File: src/rtl/lap_recall.sv
module lap_recall #(
  parameter int DIGITS  = 6,
  parameter int DIGIT_W = 4,
  parameter int SLOTS   = 3,
  parameter int MODE_W  = $clog2(2 * SLOTS + 1)
) (
  input  logic                        clk,
  input  logic                        rst_n,
  input  logic                        split,
  input  logic [DIGITS*DIGIT_W-1:0]   live_digits,
  output logic [DIGITS*DIGIT_W-1:0]   show_digits,
  output logic [MODE_W-1:0]           mode
);
  localparam int TW = DIGITS * DIGIT_W;
  localparam logic [MODE_W-1:0] LAST_M = MODE_W'(2 * SLOTS);
  localparam logic [MODE_W-1:0] LIVE_M = MODE_W'(SLOTS);

  logic [TW-1:0]     lap_q [SLOTS];
  logic [MODE_W-1:0] mode_next;

  assign mode_next = (mode == LAST_M) ? '0 : mode + MODE_W'(1);

  always_ff @(posedge clk or negedge rst_n)
    if (!rst_n)     mode <= LIVE_M;
    else if (split) mode <= mode_next;

  for (genvar k = 0; k < SLOTS; k++) begin : g_slot
    always_ff @(posedge clk or negedge rst_n)
      if (!rst_n)                                    lap_q[k] <= '0;
      else if (split && mode_next == MODE_W'(k))     lap_q[k] <= live_digits;

    // capture on entry to the slot's own mode
    assert_lap_capture_R3: assert property (@(posedge clk) disable iff (!rst_n)
      (split && mode == ((k == 0) ? LAST_M : MODE_W'(k - 1))) |=> lap_q[k] == $past(live_digits));
    // slot held whenever no press occurs
    assert_lap_hold_R4: assert property (@(posedge clk) disable iff (!rst_n)
      !split |=> $stable(lap_q[k]));
    // playback mode shows its slot
    assert_playback_R6: assert property (@(posedge clk) disable iff (!rst_n)
      (mode == MODE_W'(SLOTS + 1 + k)) |-> show_digits == lap_q[k]);
  end

  always_comb begin
    show_digits = live_digits;
    for (int k = 0; k < SLOTS; k++)
      if (mode == MODE_W'(SLOTS + 1 + k)) show_digits = lap_q[k];
  end

  // mode stays within range
  assert_mode_range_R2: assert property (@(posedge clk) disable iff (!rst_n)
    mode <= LAST_M);
  // wrap from the last mode
  assert_mode_wrap_R2: assert property (@(posedge clk) disable iff (!rst_n)
    (split && mode == LAST_M) |=> mode == '0);
  // hold without a press
  assert_mode_hold_R2: assert property (@(posedge clk) disable iff (!rst_n)
    !split |=> $stable(mode));
  // live modes pass the live digits through
  assert_live_pass_R5: assert property (@(posedge clk) disable iff (!rst_n)
    (mode <= LIVE_M) |-> show_digits == live_digits);
endmodule

File: config.mk
export PLATFORM = sky130hd
export DESIGN_NAME = lap_recall
export DESIGN_NICKNAME = d
export VERILOG_FILES = /design/src/rtl/lap_recall.sv
export SDC_FILE = /design/constraint.sdc
export NUM_CORES = 1
export LEC_CHECK = 0
export CORE_ASPECT_RATIO = 1.4
export CORE_UTILIZATION = 50
export CTS_CLUSTER_SIZE = 20
export DETAILED_ROUTE_END_ITERATION = 10
export PLACE_DENSITY = 0.84
export SLEW_MARGIN = 30
export SYNTH_ARGS = -nofsm -noshare
export SYNTH_HDL_FRONTEND = slang
export SYNTH_SLANG_ARGS = --single-unit
File: constraint.sdc
create_clock -name clk -period 2.68 [get_ports clk]
set_input_delay 0.402 -clock clk [delete_from_list [all_inputs] [get_ports clk]]
set_output_delay 0.402 -clock clk [all_outputs]
set_load 0.005 [all_outputs]
## After elaboration in Yosys (flattened, before gate mapping)

Cells that the tools add are included.

- Register bits after elaboration: 75
- Output and inout bits: 27
- Bits in latches: 0
- Bits in writable memories: 0
- Memories kept: 0
- Memory bits (read-only): 0
- Input bits: 27

- $lt $le $gt $ge: 0
- Equal/unequal tests: 5
- Multipliers: 0
- Bitwise operators: 0
- Div/mod/pow operators: 0
- $add $sub $neg: 1
- Reduce and logical (&&, ||, !) cells: 4
- Shift-type cells: 0
- Multiplexer cells: 4

Operators by type and width:

| kind | count |
|---|---|
| $mux W24 | 3 |
| $eq A3 B3 Y1 const B | 3 |
| $add A3 B1 Y3 const B | 1 |
| $eq A3 B1 Y1 const B | 1 |
| $eq A3 B2 Y1 const B | 1 |
| $logic_and A1 B1 Y1 | 3 |
| $logic_not A3 Y1 | 1 |
| $mux W3 | 1 |

## Logic depth before layout (Yosys ltp)

Gate-level depths: netlist of the first run.

- Word-level depth: 4
- Mapped depth: 6
- Depth with buffers taken out: 3

## Least setup slack after synthesis of the first run

OpenSTA, ideal clock, no wires.

- Path kind: flip-flop to output port
- Start: reg mode[1]
- End: out show_digits[10]
- Stages on the path, launching flop included: 6
- Setup slack: 0.906 ns
- Arrival: 1.372 ns
- Buffers on the path: 2
- Path through: dfstp_2 > buf_4 > buf_4 > mux2i_1 > o22ai_1 > a21o_1

- Word-level cells in the longest chain between the ends: 4

Ends and longest elaborated chain:

| item | line | source |
|---|---|---|
| from (decl) | 12 | `output logic [MODE_W-1:0] mode` |
| from (signal assigned) | 25 | `else if (split) mode <= mode_next;` |
| $eq A3 B3 Y1 | 46 | `if (mode == MODE_W'(SLOTS + 1 + k)) show_digits = lap_q[k];` |
| $mux W24 (2 in a row) | 46 |  |
| $mux W24 (*) | 46 |  |
| to (decl) | 11 | `output logic [DIGITS*DIGIT_W-1:0] show_digits,` |

Mark *: on every way between the ends. The rest lies on a longest branch, timed or not.

## Worst setup path after layout of the first run

- Start: reg mode[2]
- End: out show_digits[4]

The elaborated chain is that of the path after synthesis.

==> flow_summary.ini, run 1 <==
[run_status]
run_status = finished, final reports clean

[power]
total_leakage_power_nw = 2.21
power.clock.fraction = 0.179
combinational_cell_fraction_of_total_power = 0.457
p_sw_frac = 0.328
seq_power_share = 0.364
worst_ir_drop_vdd_mv = 0.621
p_switching_mw = 1.81
internal_power_component_mw = 3.71
power_density_nw_per_um2 = 1170

[floorplanning]
coreArea_um2 = 7410
floorplan.initialDensity = 0.521
row_count = 37
die_width_um = 76.3
die_y_um = 106
number_of_top_level_design_ports = 54
fp.dieArea_um2 = 8080

[yosys]
synth_enable_flop_cells = 0
yosys_warnings = 0
netlist.top_cell.by_area = dfrtp_1
post_synth_num_cell_types = 25
synthTopCellsByCount = 73 x dfrtp_1, 29 x nand2_1, 27 x o21ai_0, 25 x mux2i_1
yosys.cell_count.top_type = dfrtp_1
async_reset_ff_frac = 1.00
dominantRegCellSynth = dfrtp_1
synth.yosys.seq_area_share = 0.487
synthesis.nets = 362
post_synth.cell_area_avg_um2 = 11.5
synth_area_um2 = 3860
syn_inst = 335
synth_seq_cells = 75
synthDominantCellAreaShare = 0.473
synth_area_leaders = dfrtp_1 47%, mux2_4 7.8%, mux2i_1 6.5%

[route]
detail_routed_net_length_per_standard_cell_um = 18.1
detailedRoute.firstPassIterationCount = 5
detail-route-antenna-nets = 0
route.detailed.drc = 0
detail_route.vias_per_cell = 5.69
drt-initial-drc-count = 215
routed-via-count = 2755
wl_um = 8750

[clock_tree]
tritoncts.num_buffers = 9
cts_hold_repair.buffers = 0
worst_skew_pair.late_latency_ps = 350
clk_pin_slew_ps = 80
cts_tree = built
clock_tree.htree_level_count = 3
max-clock-path-buffers = 2
cts_root_buf = clkbuf_8
clock-sinks = 75

[sta]
fin_skew_ps = 9.99
setup_viol = 0
timing.hold.ws_ps = 70.2
fin_max_slew_vios = 0
final.setup.tns_ps = 0
achievable-frequency_mhz = 383
finalHoldViolations = 0
finalCritPeriodShare = 0.974
slew_headroom = 0.551
worst_pin_slew_ps = 674
finalCriticalPeriod_ps = 2610

[finish]
area.growth.synth_to_final_pct = 22.4
final_util = 0.638
fillerInstances = 573
seqCellArea_um2 = 1880
insertedDiodeCount = 0
num-nets-final = 409
drive_gt1_frac = 0.196
multi_input_comb_area_um2 = 1730

[setup_path]
reg2reg_to = lap_q[25]
setup.worst_path.start_class = flop
timing_worst_setup_path_type = reg2out
crit_path_max_fanout = 33
critPathCaptureType = output pin
timing.critical_path.from = mode[2]
worst-endpoint-required_ps = 2280
reg2reg_from = mode[1]
cpMaxStageDelayCell = clkdlybuf4s50_1
ff2ff_path_depth = 4
critPathMaxStageDelay_ps = 500
worstPathCellList = buf_6 > nand2b_1 > buf_4 > o22ai_1 > a21o_1 > clkdlybuf4s50_1
cp.arrival_ps = 2210
reg2reg_slack_ps = 860

[placement]
place.detailed.hpwl_um = 5180
port-buffer-count = 53
finalWeightedCongestion = 0.728

[global_routing]
grt_pass1_wl_um = 14300
grt_start_max_net_pins = 76
grt_antenna_before_repair = 0
grt-ovfl-total = 0
first_global_vias = 2920
gr-usage-all-layers = 0.227

[worst_hold_path]
worst_hold_path_type = in2async

[flow_run]
maxCapViolCount = 0
-- power by group through the flow --
stage	Clock (mW)	Sequential, mW	Combinational [mW]
finish	0.987	2.01	2.53
global route	1.06	2.09	2.72
CTS	1.00	2.00	2.48
detailed placement	0	2.01	2.46
global placement	0	1.97	2.38
floorplan	0	1.93	1.70
-- flip-flops by register name (all words and copies together) (netlist names) --
name   flops
mode       3
lap_q     72
-- cell usage in the layout (no fill, tap or decap), types with 2 or more instances in the layout --
| cell type | netlist | routed |
|---|---|---|
| mux2_4 | 20 | 20 |
| a22o_1 | 24 | 24 |
| buf_6 | 2 | 2 |
| mux2_2 | 22 | 22 |
| mux2_1 | 6 | 6 |
| o21ai_0 | 27 | 27 |
| inv_1 | 24 | 24 |
| clkbuf_8 | 0 | 11 |
| clkdlybuf4s50_1 | 0 | 52 |
| bufinv_16 | 0 | 2 |
| dfstp_2 | 2 | 2 |
| mux2i_1 | 25 | 25 |
| o22ai_1 | 24 | 24 |
| nand2_1 | 29 | 29 |
| dfrtp_1 | 73 | 73 |
| buf_4 | 4 | 6 |
| a21o_1 | 24 | 24 |
| buf_12 | 0 | 3 |
-- worst max-delay path by stage --
stage	slack [ps]	cells past startpoint	to
global route	-20	6	show_digits[4]
global placement	160	4	show_digits[23]
floorplan	910	5	show_digits[10]
CTS	10	6	show_digits[4]
finish	70	6	show_digits[4]
detailed placement	400	6	show_digits[4]
-- critical path, delay by kind of cell (launching register included) --
kind / cells / cell delay (ps)
simple gates: 1 / 130
flops: 1 / 390
compound gates: 2 / 310
buf+inv: 3 / 1040
-- layer usage --
layer | up-vias | global-route usage | wire (um)
met3 | 17 | 0.0412 | 395
met5 | - | 0 | 0
met2 | 89 | 0.375 | 4420
met4 | 0 | 0.113 | 201
li1 | 1286 | - | -
met1 | 1363 | 0.287 | 3730
-- cells by family (layout without fill, tap and decap cells) --
logic type      count (synthesis)  count (layout)  synth area share
flops                          75              75             0.487
compound gates                 99              99             0.175
buf+inv                        52             104            0.0677
simple gates                   36              36            0.0460
mux                            73              73             0.224
-- stage by stage --
step | total power, mW | cell area, um^2 | setup WS (ps) | std cells
after floorplan | 3.63 | 3860 | 906 | 335
after global placement | 4.35 | 4460 | 155 | 467
final | 5.52 | 4720 | 69.2 | 484
after detailed placement | 4.47 | 4460 | 399 | 467
after CTS | 5.48 | 4690 | 13.1 | 483
after global routing | 5.86 | 4720 | -16.1 | 484
-- repair_timing --
action                                 CTS  global route
endpoints found under the hold margin    0             0
setup endpoints to repair                0            20
buffers inserted                         0             0
gates resized for setup                  0             1
-- layout make-up --
class / count / share of cell area
Clock buffer: 12 / 0.0328
Clock inverter: 4 / 0.0154
Tap cell: 97 / 0.0257
Sequential cell: 75 / 0.398
Timing Repair Buffer: 64 / 0.143
Inverter: 24 / 0.0191
Multi-Input combinational cell: 208 / 0.367
Note: power is estimated with default switching activity, not from simulation.
==> run 2, diff against run 1 <==
GPL_ROUTABILITY_DRIVEN = 0   (was unset)
==> results of run 2 <==
No change in the layout: final DEF, timing and power equal those of run 1.
==> run 3, diff against run 2 <==
PLACE_DENSITY = 0.72   (was 0.84)
SKIP_LAST_GASP = 1   (was unset)
==> run 3 against run 2 <==
Register-to-register slack got worse by 160 ps. Critical path depth decreased by 1. Combinational power increased by 2%.
==> flow_summary.ini, run 3 (synthesized netlist as in run 1, its figures left out) <==
[route]
detailedRoute.firstPassIterationCount = 4
detail_routed_net_length_per_standard_cell_um = 18.5
wl_um = 8980
drt-initial-drc-count = 137
route.detailed.drc = 0
detail-route-antenna-nets = 0
routed-via-count = 2778
detail_route.vias_per_cell = 5.74

[floorplanning]
fp.dieArea_um2 = 8080
die_y_um = 106
floorplan.initialDensity = 0.521
die_width_um = 76.3
row_count = 37
number_of_top_level_design_ports = 54
coreArea_um2 = 7410

[global_routing]
grt_start_max_net_pins = 76
grt-ovfl-total = 0
gr-usage-all-layers = 0.233
first_global_vias = 2972
grt_antenna_before_repair = 0
grt_pass1_wl_um = 14600

[setup_path]
cp.arrival_ps = 2240
critPathCaptureType = output pin
critPathMaxStageDelay_ps = 640
worst-endpoint-required_ps = 2280
setup.worst_path.start_class = flop
crit_path_max_fanout = 29
worstPathCellList = buf_12 > mux2i_1 > o22ai_1 > a21o_1 > clkdlybuf4s50_1
crit_family = buffers and inverters
cp.buffers_inverters = 2
timing_worst_setup_path_type = reg2out
cpMaxStageDelayCell = dfstp_2

[sta]
worst_pin_slew_ps = 696
finalHoldViolations = 0
slew_headroom = 0.536
fin_skew_ps = 10.1
fin_max_slew_vios = 0
final.setup.tns_ps = 0
unrepaired_setup_endpoints_after_global_routing = false
achievable-frequency_mhz = 378
finalCritPeriodShare = 0.987
finalCriticalPeriod_ps = 2640
setup_viol = 0
timing.hold.ws_ps = 42.9

[finish]
multi_input_comb_area_um2 = 1750
layout_top_registers = lap_q: 72 flops, mode: 3 flops
largest-register = lap_q
insertedDiodeCount = 0
drive_gt1_frac = 0.199
final_design_instance_area_without_fill_um2 = 4720
layout_common_cells = 72 x dfrtp_1, 52 x clkdlybuf4s50_1, 29 x nand2_1
final_common_cell = dfrtp_1
largest_reg_flops = 72
num-nets-final = 409
area.growth.synth_to_final_pct = 22.4
fillerInstances = 598
seqCellArea_um2 = 1880
final_cell_count_no_fill = 484

[clock_tree]
clock_tree.htree_level_count = 3
cts_tree = built
tritoncts.num_buffers = 9
max-clock-path-buffers = 2
clk_pin_slew_ps = 80
post-cts-setup-buffers = 0
cts_root_buf = clkbuf_8
clock-sinks = 75
worst_skew_pair.late_latency_ps = 350

[placement]
place.detailed.hpwl_um = 5000
placed_cells_incl_taps = 465
placement.cell_area_um2 = 4450
port-buffer-count = 53

[power]
p_switching_mw = 1.82
power_density_nw_per_um2 = 1150
combinational_cell_fraction_of_total_power = 0.475
power_mw = 5.45
internal_power_component_mw = 3.63
power.clock.fraction = 0.155
total_leakage_power_nw = 2.22
p_sw_frac = 0.334
seq_power_share = 0.370
worst_ir_drop_vdd_mv = 0.621

[flow_run]
maxCapViolCount = 0

[worst_hold_path]
worst_hold_path_type = in2async

[run_status]
run_status = finished, final reports clean
## run 3: power by group through the flow
| stage | Combinational (mW) | Clock, mW | Sequential [mW] |
|---|---|---|---|
| finish | 2.59 | 0.844 | 2.01 |
| global route | 2.80 | 0.900 | 2.09 |
| CTS | 2.54 | 0.850 | 2.00 |
| detailed placement | 2.44 | 0 | 2.01 |
| global placement | 2.38 | 0 | 1.98 |
| floorplan | 1.70 | 0 | 1.93 |
## run 3: final cells by class
type	count	share of cell area
multi-input cells	209	0.370
inverters	24	0.0191
clock inverters	5	0.0114
repair buffers	63	0.148
well taps	97	0.0257
flip-flops and latches	75	0.398
clock buffers	11	0.0278
## run 3: per-stage QoR
step,setup WS (ps),util
floorplan,906,-
global placement,150,0.600
detailed placement,120,0.601
CTS,34.9,0.631
global route,9.91,0.638
finish,36.1,0.638
## run 3: final timing paths
check | startpoint | to | slack [ps] | cells after the start
max in group asynchronous | rst_n | mode[2] | 2120 | 1
hold reg to reg | lap_q[71] | lap_q[71] | 480 | 2
min in group clk | lap_q[71] | lap_q[71] | 480 | 2
hold / removal | rst_n | lap_q[71] | 40 | 1
setup reg to reg | mode[1] | lap_q[24] | 700 | 4
setup / recovery | mode[1] | show_digits[3] | 40 | 5
## run 3: routing by layer
metal,up-vias,global-route usage,part of all wire
met5,-,0,0
met4,0,0.0989,0.020
met3,17,0.0429,0.065
met2,99,0.403,0.50
met1,1370,0.286,0.42
li1,1292,-,-
## run 3: repair_timing
item	in CTS	in global routing
gates cloned	1	2
endpoints found under the setup margin	22	24
endpoints found under the hold margin	0	0
hold buffers	0	0
resized for setup	3	3
## run 3: worst reg2reg max path: stages (launching register included)
cell and delay [ps]:
dfstp_2 420, bufbuf_16 330, nor4b_4 260, buf_4 460
mux2_2 400
